--- config.mk ---
export PLATFORM = sky130hd
export DESIGN_NAME = pair_mac_unit
export DESIGN_NICKNAME = d
export VERILOG_FILES = /design/src/rtl/pmac_pkg.sv /design/src/rtl/pmac_phase_ctrl.sv /design/src/rtl/pmac_port_sched.sv /design/src/rtl/pmac_mult_stages.sv /design/src/rtl/pmac_accum.sv /design/src/rtl/pair_mac_unit.sv
export SDC_FILE = /design/constraint.sdc
export NUM_CORES = 2
export LEC_CHECK = 0
export CORE_UTILIZATION = 40
export CTS_CLUSTER_DIAMETER = 100
export DETAILED_ROUTE_END_ITERATION = 12
export SYNTH_ARGS = -nofsm -noshare
export SYNTH_HDL_FRONTEND = slang
export SYNTH_SLANG_ARGS = --single-unit
--- constraint.sdc ---
create_clock -name clk -period 9 [get_ports clk]
set_clock_uncertainty 0.15 [all_clocks]
set_input_delay 2.25 -clock clk [delete_from_list [all_inputs] [get_ports clk]]
set_output_delay 2.25 -clock clk [all_outputs]
set_load 0.03 [all_outputs]
--- src/rtl/pmac_pkg.sv ---
// Package: shared widths, instruction field positions and the decoded
// operation record for the two-pass multiply-accumulate unit.
package pmac_pkg;
    localparam int XLEN    = 32;           // register width
    localparam int RIDX_W  = 5;            // register index width
    localparam int INSTR_W = 32;           // instruction word width
    localparam int HI_POS  = 27;           // accumulator-high index LSB
    localparam int LO_POS  = 22;           // accumulator-low index LSB
    localparam int A_POS   = 17;           // multiplicand A index LSB
    localparam int B_POS   = 12;           // multiplicand B index LSB
    localparam int SGN_POS = 0;            // signed-mode flag
    localparam int LAT     = 5;            // cycles from acceptance to writeback
    localparam int PH_OPR  = 1;            // phase reading multiplicands
    localparam int PH_ACC  = 2;            // phase reading accumulator pair
    localparam int PH_PP   = 3;            // phase capturing partial products
    localparam int PH_SUM  = 4;            // phase forming the final sum

    typedef struct packed {
        logic [RIDX_W-1:0] acc_hi;
        logic [RIDX_W-1:0] acc_lo;
        logic [RIDX_W-1:0] src_a;
        logic [RIDX_W-1:0] src_b;
        logic              is_signed;
    } pmac_op_t;

    // Pull the register indices and mode flag out of an instruction word.
    function automatic pmac_op_t decode_op(input logic [INSTR_W-1:0] w);
        pmac_op_t o;
        o.acc_hi    = w[HI_POS +: RIDX_W];
        o.acc_lo    = w[LO_POS +: RIDX_W];
        o.src_a     = w[A_POS  +: RIDX_W];
        o.src_b     = w[B_POS  +: RIDX_W];
        o.is_signed = w[SGN_POS];
        return o;
    endfunction
endpackage

--- src/rtl/pmac_phase_ctrl.sv ---
// Phase sequencer: a one-hot shift chain that marks which step of the
// operation is active. Assumes acceptance is gated by the caller so at most
// one token is in the chain at any time.
module pmac_phase_ctrl
    import pmac_pkg::*;
(
    input  logic         clk,
    input  logic         rst_n,
    input  logic         accept,
    output logic [LAT:1] phase,
    output logic         busy
);
    // Advance the token one step per cycle; load it on acceptance.
    always_ff @(posedge clk) begin
        if (!rst_n) phase <= '0;
        else        phase <= {phase[LAT-1:1], accept};
    end

    // Busy while any phase is active.
    always_comb busy = |phase;
endmodule

--- src/rtl/pmac_port_sched.sv ---
// Read-port scheduler: drives the two shared read ports with the multiplicand
// indices in the first read phase and the accumulator pair in the second.
// Assumes the two phase inputs are never high together.
module pmac_port_sched
    import pmac_pkg::*;
(
    input  pmac_op_t          op,
    input  logic              ph_opr,
    input  logic              ph_acc,
    output logic              rd_valid,
    output logic [RIDX_W-1:0] rd_addr_a,
    output logic [RIDX_W-1:0] rd_addr_b
);
    // Pick the index pair for the active read phase.
    always_comb begin
        rd_valid  = ph_opr | ph_acc;
        rd_addr_a = '0;
        rd_addr_b = '0;
        if (ph_opr) begin
            rd_addr_a = op.src_a;
            rd_addr_b = op.src_b;
        end else if (ph_acc) begin
            rd_addr_a = op.acc_hi;
            rd_addr_b = op.acc_lo;
        end
    end
endmodule

--- src/rtl/pmac_mult_stages.sv ---
// First two multiplier stages. Stage one latches the operands and mode.
// Stage two forms four half-width unsigned partial products plus a signed
// correction term, to be subtracted from the upper half. Assumes W is even.
module pmac_mult_stages #(
    parameter int W = 32
) (
    input  logic              clk,
    input  logic              rst_n,
    input  logic              ld_opr,
    input  logic              ld_pp,
    input  logic [W-1:0]      a_in,
    input  logic [W-1:0]      b_in,
    input  logic              sgn_in,
    output logic [3:0][W-1:0] pp,
    output logic [W-1:0]      corr
);
    localparam int HW = W / 2;

    logic [W-1:0]      opa, opb;
    logic              sg;
    logic [3:0][W-1:0] pp_nx;
    logic [W-1:0]      corr_nx;

    // Stage one: capture the multiplicands as they arrive from the ports.
    always_ff @(posedge clk) begin
        if (!rst_n) begin
            opa <= '0;
            opb <= '0;
            sg  <= 1'b0;
        end else if (ld_opr) begin
            opa <= a_in;
            opb <= b_in;
            sg  <= sgn_in;
        end
    end

    // Partial products, index = 2*(A half) + (B half).
    for (genvar i = 0; i < 2; i++) begin : g_ah
        for (genvar j = 0; j < 2; j++) begin : g_bh
            assign pp_nx[i*2+j] = W'(opa[i*HW +: HW]) * W'(opb[j*HW +: HW]);
        end
    end

    // Signed correction: subtract each operand shifted up when the other is negative.
    always_comb begin
        corr_nx = '0;
        if (sg && opa[W-1]) corr_nx = corr_nx + opb;
        if (sg && opb[W-1]) corr_nx = corr_nx + opa;
    end

    // Stage two: register partial products and correction term.
    always_ff @(posedge clk) begin
        if (!rst_n) begin
            pp   <= '0;
            corr <= '0;
        end else if (ld_pp) begin
            pp   <= pp_nx;
            corr <= corr_nx;
        end
    end
endmodule

--- src/rtl/pmac_accum.sv ---
// Final stage: captures the accumulator pair from the read ports, merges the
// partial products, and adds the pair with an explicit carry from the low
// half into the high half. Overflow beyond 2*W bits is dropped.
module pmac_accum #(
    parameter int W = 32
) (
    input  logic              clk,
    input  logic              rst_n,
    input  logic              ld_acc,
    input  logic              ld_res,
    input  logic [W-1:0]      acc_hi_in,
    input  logic [W-1:0]      acc_lo_in,
    input  logic [3:0][W-1:0] pp,
    input  logic [W-1:0]      corr,
    output logic [W-1:0]      res_hi,
    output logic [W-1:0]      res_lo
);
    localparam int HW = W / 2;
    localparam int DW = 2 * W;

    logic [W-1:0]  acc_hi_q, acc_lo_q;
    logic [DW-1:0] prod_w;
    logic [W:0]    lo_sum;
    logic [W-1:0]  hi_sum;

    // Hold the accumulator pair read in the second port pass.
    always_ff @(posedge clk) begin
        if (!rst_n) begin
            acc_hi_q <= '0;
            acc_lo_q <= '0;
        end else if (ld_acc) begin
            acc_hi_q <= acc_hi_in;
            acc_lo_q <= acc_lo_in;
        end
    end

    // Merge partial products and apply the signed correction.
    always_comb begin
        prod_w = {pp[3], {W{1'b0}}}
               + ({{W{1'b0}}, pp[1]} << HW)
               + ({{W{1'b0}}, pp[2]} << HW)
               + {{W{1'b0}}, pp[0]}
               - {corr, {W{1'b0}}};
    end

    // Split add: low half with carry out, carry folded into the high half.
    always_comb begin
        lo_sum = {1'b0, prod_w[W-1:0]} + {1'b0, acc_lo_q};
        hi_sum = prod_w[DW-1:W] + acc_hi_q + W'(lo_sum[W]);
    end

    // Register the result for the writeback cycle.
    always_ff @(posedge clk) begin
        if (!rst_n) begin
            res_hi <= '0;
            res_lo <= '0;
        end else if (ld_res) begin
            res_hi <= hi_sum;
            res_lo <= lo_sum[W-1:0];
        end
    end
endmodule

--- src/rtl/pair_mac_unit.sv ---
// Top level: accepts one instruction at a time, reads the multiplicands and
// then the accumulator pair over two shared read ports, and writes both result
// halves back in one cycle. Assumes read data returns one cycle after each
// request and no other writer touches the named registers meanwhile.
module pair_mac_unit
    import pmac_pkg::*;
(
    input  logic               clk,
    input  logic               rst_n,
    input  logic               issue_valid,
    input  logic [INSTR_W-1:0] issue_instr,
    output logic               issue_ready,
    output logic               busy,
    output logic               rd_valid,
    output logic [RIDX_W-1:0]  rd_addr_a,
    output logic [RIDX_W-1:0]  rd_addr_b,
    input  logic [XLEN-1:0]    rd_data_a,
    input  logic [XLEN-1:0]    rd_data_b,
    output logic               wb_valid,
    output logic [RIDX_W-1:0]  wb_addr_hi,
    output logic [RIDX_W-1:0]  wb_addr_lo,
    output logic [XLEN-1:0]    wb_data_hi,
    output logic [XLEN-1:0]    wb_data_lo
);
    logic                 accept;
    logic [LAT:1]         phase;
    pmac_op_t             op_q;
    logic [3:0][XLEN-1:0] pp;
    logic [XLEN-1:0]      corr;
    logic                 unused_instr_bits;

    assign unused_instr_bits = ^issue_instr[B_POS-1:SGN_POS+1];

    // Accept only while idle.
    always_comb begin
        issue_ready = ~busy;
        accept      = issue_valid & ~busy;
    end

    // Hold the decoded instruction for the whole operation.
    always_ff @(posedge clk) begin
        if (!rst_n)      op_q <= '0;
        else if (accept) op_q <= decode_op(issue_instr);
    end

    pmac_phase_ctrl u_ctrl (
        .clk    (clk),
        .rst_n  (rst_n),
        .accept (accept),
        .phase  (phase),
        .busy   (busy)
    );

    pmac_port_sched u_sched (
        .op        (op_q),
        .ph_opr    (phase[PH_OPR]),
        .ph_acc    (phase[PH_ACC]),
        .rd_valid  (rd_valid),
        .rd_addr_a (rd_addr_a),
        .rd_addr_b (rd_addr_b)
    );

    pmac_mult_stages #(.W(XLEN)) u_mult (
        .clk    (clk),
        .rst_n  (rst_n),
        .ld_opr (phase[PH_ACC]),
        .ld_pp  (phase[PH_PP]),
        .a_in   (rd_data_a),
        .b_in   (rd_data_b),
        .sgn_in (op_q.is_signed),
        .pp     (pp),
        .corr   (corr)
    );

    pmac_accum #(.W(XLEN)) u_acc (
        .clk       (clk),
        .rst_n     (rst_n),
        .ld_acc    (phase[PH_PP]),
        .ld_res    (phase[PH_SUM]),
        .acc_hi_in (rd_data_a),
        .acc_lo_in (rd_data_b),
        .pp        (pp),
        .corr      (corr),
        .res_hi    (wb_data_hi),
        .res_lo    (wb_data_lo)
    );

    // Writeback strobe and destination indices.
    always_comb begin
        wb_valid   = phase[LAT];
        wb_addr_hi = op_q.acc_hi;
        wb_addr_lo = op_q.acc_lo;
    end
endmodule

# Word level (Yosys, flattened, before mapping)
# Cells that the tools add are included.
# totals
reg_bits	379
word_cells	42
in_bits	99
# op_classes
add_sub_neg	8
n_reduce_logical	3
bitwise	3
mux	6
mul	4
# ops
operator	n
$add A64 B48 Y64	2
$mul A16 B16 Y32	4
$add A32 B32 Y32	2
$add A64 B32 Y64	1
$mux W32	2
$sub A64 B64 Y64	1
$add A32 B32 Y33	1
$add A32 B1 Y32	1
$mux W5	4
$reduce_or A5 Y1	1
$logic_and A1 B1 Y1	2
$and A1 B1 Y1	1
$not A1 Y1	1
$or A1 B1 Y1	1

# Logic depth before layout (Yosys ltp)
# depth
word_depth	6
mapped_depth	33

# Hierarchy
# A second synthesis with hierarchy kept.
# hier_totals
cells_unflattened	7002
hier_area_um2	59270.6
# modules_own_cells
mod	seq_area_each_um2	cells_each	area_per_inst_um2	instances
pmac_mult_stages	4504.3	5204	44531.5	1
pmac_accum	2562.5	1663	13533.0	1
pair_mac_unit	420.4	104	932.1	1
pmac_phase_ctrl	100.1	13	145.1	1
pmac_port_sched	0.0	18	128.9	1

# Least setup slack after synthesis
# OpenSTA, ideal clock, no wires.
# synth_path
path_kind	register -> register
startpoint	reg u_mult.pp[4] in the netlist's numbering
endpoint	reg u_acc.res_hi[26]
setup_time_ps	122
arrival_time_ps	6624
period_less_slack_ps	6896
setup_slack_ps	2104
stages_incl_launch_ff	33
path_cell_list	dfxtp_1 inv_1 ha_1 ha_1 nor2b_1 o31a_1 o31a_2 o31a_1 nor2_1 o21ai_0 a21o_1 a21oi_1 xnor2_1 ha_1 nand2_1 a211oi_1 a2111oi_2 or2_2 a31oi_1 o21ai_0 o21ai_0 a21o_1 a21oi_1 fa_1 nor2b_1 o31ai_1 a21oi_1 o21ai_0 a21boi_0 o21bai_1 a31oi_1 nor4_1 a221o_1
# synth_between
elab_chain_cells	4
word_cells_on_any_way	5
# synth_rtl
item	line_no	rtl
start, declared	pmac_mult_stages.sv:14	output logic [3:0][W-1:0] pp,
start signal, assigned	pmac_mult_stages.sv:57	pp <= pp_nx;
$add A64 B32 Y64 (*)	pmac_accum.sv:42	+ {{W{1'b0}}, pp[0]}
$sub A64 B64 Y64 (*)	pmac_accum.sv:43	- {corr, {W{1'b0}}};
$add A32 B32 Y32 or $add A32 B32 Y33 (tied branches)	pmac_accum.sv:49, pmac_accum.sv:48	
$add A32 B1 Y32 (*)	pmac_accum.sv:49	hi_sum = prod_w[DW-1:W] + acc_hi_q + W'(lo_sum[W]);
end signal, assigned	pmac_accum.sv:58	res_hi <= hi_sum;
end, declared	pmac_accum.sv:15	output logic [W-1:0] res_hi,
# Mark *: on every way between the ends. The rest lies on a longest branch, timed or not.
# A chain may end at the register's enable or synchronous reset.

# Worst setup path in the final report
# layout_path
startpoint	reg u_mult.pp[1] in the netlist's numbering
endpoint	reg u_acc.res_hi[27]
# The elaborated chain is that of the path after synthesis.

==> out/qor.txt <==
Inst Count DP - 8554
initial DRC count - 2704
final critical-path required period - 8.34 ns
family with the most delay on the worst path - compound AO/OA/AOI/OAI gates
Crit path required time - 9.35 ns
Vias - 45900
Synth Area per Inst - 8.48 sq um
number of global-route vias before repair - 47200
Clock Root Buffer - clkbuf_16
CTS H-tree depth - 2
Post CTS Setup Buffer Count - 0
Least-Margin Pin Slew - 1.29 ns
Longest Clk Path Bufs - 3
slowest stage delay, CP - 0.53 ns
RSZ-0062 raised after global routing - no
CP max FO - 5
Synth Area in Adders - 42.7%
Hold Path Class - reg -> reg
worst r2r dst - u_acc.res_hi[27]$_SDFFE_PN0P_
first-pass GRT wire length - 271 mm
setup TNS - 0 ns
async set-or-reset flop fraction in the synthesized netlist - 0%
Filler cells - 14000
predominant post-synthesis flop cell - dfxtp_1
peak supply drop - 0.132 mV
starting density of the core - 40.4%
fin cells - 8641
Synth-to-Final Area Change - 9.07%
post-route DRC violation count - 0
CTS buffer count - 46
Max Slew Vio Count - 0
Skew-Pair Late Insertion Delay - 0.62 ns
drt total wl - 172 mm
main combinational cell family by area after synthesis - adder cells
row count - 138
initial antenna violation count - 6
Initial DRT Pass Iterations - 5
worst reg2reg path depth - 33
Die X - 380 um
synthesized area - 57200 sq um
Slowest-stage cell, CP - a21boi_0
Worst-path clk slew - 0.06 ns
EDFF count, synth - 0
Hold Fails Final Rpt - 0
mux cell area share after synthesis - 3.99%
Slew HR - 13.8%
CTS tree - yes
largest net degree at the start of global routing - 136
Crit path arrival time - 8.70 ns
Synth Area in Compound Gates - 10.4%
status - finished, final reports clean
reg-to-reg setup timing slack - 0.66 ns
Crit Path Class - reg -> reg
CP startpoint kind - flop
RePlAce Congestion - 0.930
period utilization - 92.7%
crit-path most repeated cell - o21ai_0
Worst setup EP type - flop
Final nets - 8269
Simple-Gate Fraction of Synth Area - 16.6%
sequential share of the synthesized area - 13.3%
layout cells sized above 1 - 3.65%
syn_nets - 8303
DR WL/cell - 19.9 um
leak pwr - 29.0 nW
Core Region - 142000 sq um
synthesized flop and latch total - 379
antenna-violating nets left - 0
hold worst-path end - op_q[4]$_SDFFE_PN0P_
total gr overflow - 0
hold_sp - op_q[4]$_SDFFE_PN0P_
R2R Path Start - u_mult.pp[1]$_SDFFE_PN0P_
Synth cell types - 84
Post-CTS Hold Buffers - 0
PD cells - 77.8 nW/um^2
I/O Buffers - 175
Ys Warns - 0
full die area - 145000 sq um
WHS Path Cells - 2
Die H - 380 um
setup violators final - 0
total track usage - 23.8%
WP buf/inv - 2
xor/xnor share of the synthesized area - 3.20%
CTS Sinks - 379
max_cap viols - 0
CTS resizes - 0
drt via density - 5.31
synthesized instance count - 6746
Fmax - 0.120 GHz
post-DP HPWL - 135 mm
I/O Pins - 187
## through the flow
stage	worst slack, ns	power (W)	cell area [sq um]	util, %	hold slack (ns)
after floorplan	2.10	0.00252	57200	-	0.275
after global placement	0.897	0.00294	60900	42.9	0.289
after detailed placement	0.822	0.00294	60900	42.9	0.295
after CTS	0.783	0.00488	62400	44.0	0.308
after global routing	0.00207	0.00505	62400	44.0	0.320
final	0.659	0.00486	62400	44.0	0.309
## worst max path at each step
stage	from	end	slack [ns]	cells past startpoint
after floorplan	u_mult.pp[4]$_SDFFE_PN0P_	u_acc.res_hi[26]$_SDFFE_PN0P_	2.10	32
after detailed placement	u_mult.pp[4]$_SDFFE_PN0P_	u_acc.res_hi[27]$_SDFFE_PN0P_	0.82	32
after CTS	u_mult.pp[4]$_SDFFE_PN0P_	u_acc.res_hi[27]$_SDFFE_PN0P_	0.78	32
after global placement	u_mult.pp[4]$_SDFFE_PN0P_	u_acc.res_hi[27]$_SDFFE_PN0P_	0.90	32
after global routing	u_mult.pp[1]$_SDFFE_PN0P_	u_acc.res_hi[27]$_SDFFE_PN0P_	0.002	33
final	u_mult.pp[1]$_SDFFE_PN0P_	u_acc.res_hi[27]$_SDFFE_PN0P_	0.66	33
## cell usage after synthesis (all sizes together) (28+ instances only)
| master | count | area [sq um] |
|---|---|---|
| inv | 1116 | 4190 |
| nand2 | 920 | 3450 |
| fa | 828 | 16600 |
| ha | 630 | 7880 |
| nor2 | 415 | 1560 |
| dfxtp | 379 | 7590 |
| and2 | 367 | 2300 |
| clkbuf | 343 | 1290 |
| a21oi | 261 | 1310 |
| mux2i | 226 | 2260 |
| o21ai | 193 | 966 |
| xnor2 | 136 | 1190 |
| a21o | 121 | 908 |
| nand3 | 85 | 425 |
| xor2 | 73 | 639 |
| nor3 | 65 | 325 |
| and3 | 51 | 319 |
| a211oi | 48 | 360 |
| o21a | 43 | 323 |
| a31oi | 38 | 250 |
| nor2b | 32 | 200 |
| nand4 | 30 | 188 |
| buf | 29 | 149 |
| o21bai | 29 | 218 |
| nand2b | 28 | 175 |
## metal layers
layer	global-route usage (%)	wire length, um	vias to the layer above
met2	40.0	80800	1196
met1	31.7	75700	23000
met4	8.40	6900	0
met5	0	0	-
li1	-	-	21300
met3	2.68	8680	300
## kinds of logic (layout without fill, tap and decap cells)
| kind of cell | Yosys count | in the layout |
|---|---|---|
| flip-flops | 379 | 379 |
| AND/OR/NAND/NOR | 2070 | 2070 |
| multiplexers | 228 | 228 |
| adder cells (fa/ha/maj) | 1458 | 1458 |
| AO/OA/AOI/OAI | 913 | 913 |
| XOR/XNOR | 209 | 209 |
| buffers and inverters | 1489 | 1490 |
| other | 0 | 4 |
## cell type report
cell class	instances	area, sq um	share of cell area [%]
multi-input cells	4878	44000	70.5
flip-flops and latches	379	7610	12.2
inverters	1117	4200	6.73
repair buffers	290	2650	4.24
well taps	1890	2360	3.79
clock buffers	68	1330	2.14
clock inverters	15	218	0.349
diodes	4	10.0	0.0160
## cell usage in the layout (no fill, tap or decap), types with 174 or more instances in the layout
master	instances
inv_1	1115
nand2_1	919
fa_1	828
ha_1	630
nor2_1	413
and2_1	367
dfxtp_1	363
a21oi_1	260
mux2i_1	226
o21ai_0	186
clkdlybuf4s50_1	174
## registers in the layout (all words and copies together) (netlist names), 32 cells and up
name,cells
u_mult.pp,128
u_acc.acc_hi_q,32
u_acc.acc_lo_q,32
u_acc.res_hi,32
u_acc.res_lo,32
u_mult.corr,32
u_mult.opa,32
u_mult.opb,32
## worst register-to-register path, delay by kind of cell (launching register included)
family                     cells  cell delay [ns]
and+or+nand+nor                5             0.93
adders and majority gates      4             1.25
xor gates and xnor gates       1             0.17
DFF                            1             0.44
AOI/OAI and AO/OA             21             5.08
buffers and inverters          2             0.21
## report_power, final
part / internal (W) / total, W / switching, W
Sequential: 0.00171 / 0.00179 / 0.0000764
Clock: 0.00112 / 0.00193 / 0.000815
Combinational: 0.000418 / 0.00114 / 0.000718
No activity file was read; power rests on OpenSTA's default activity.
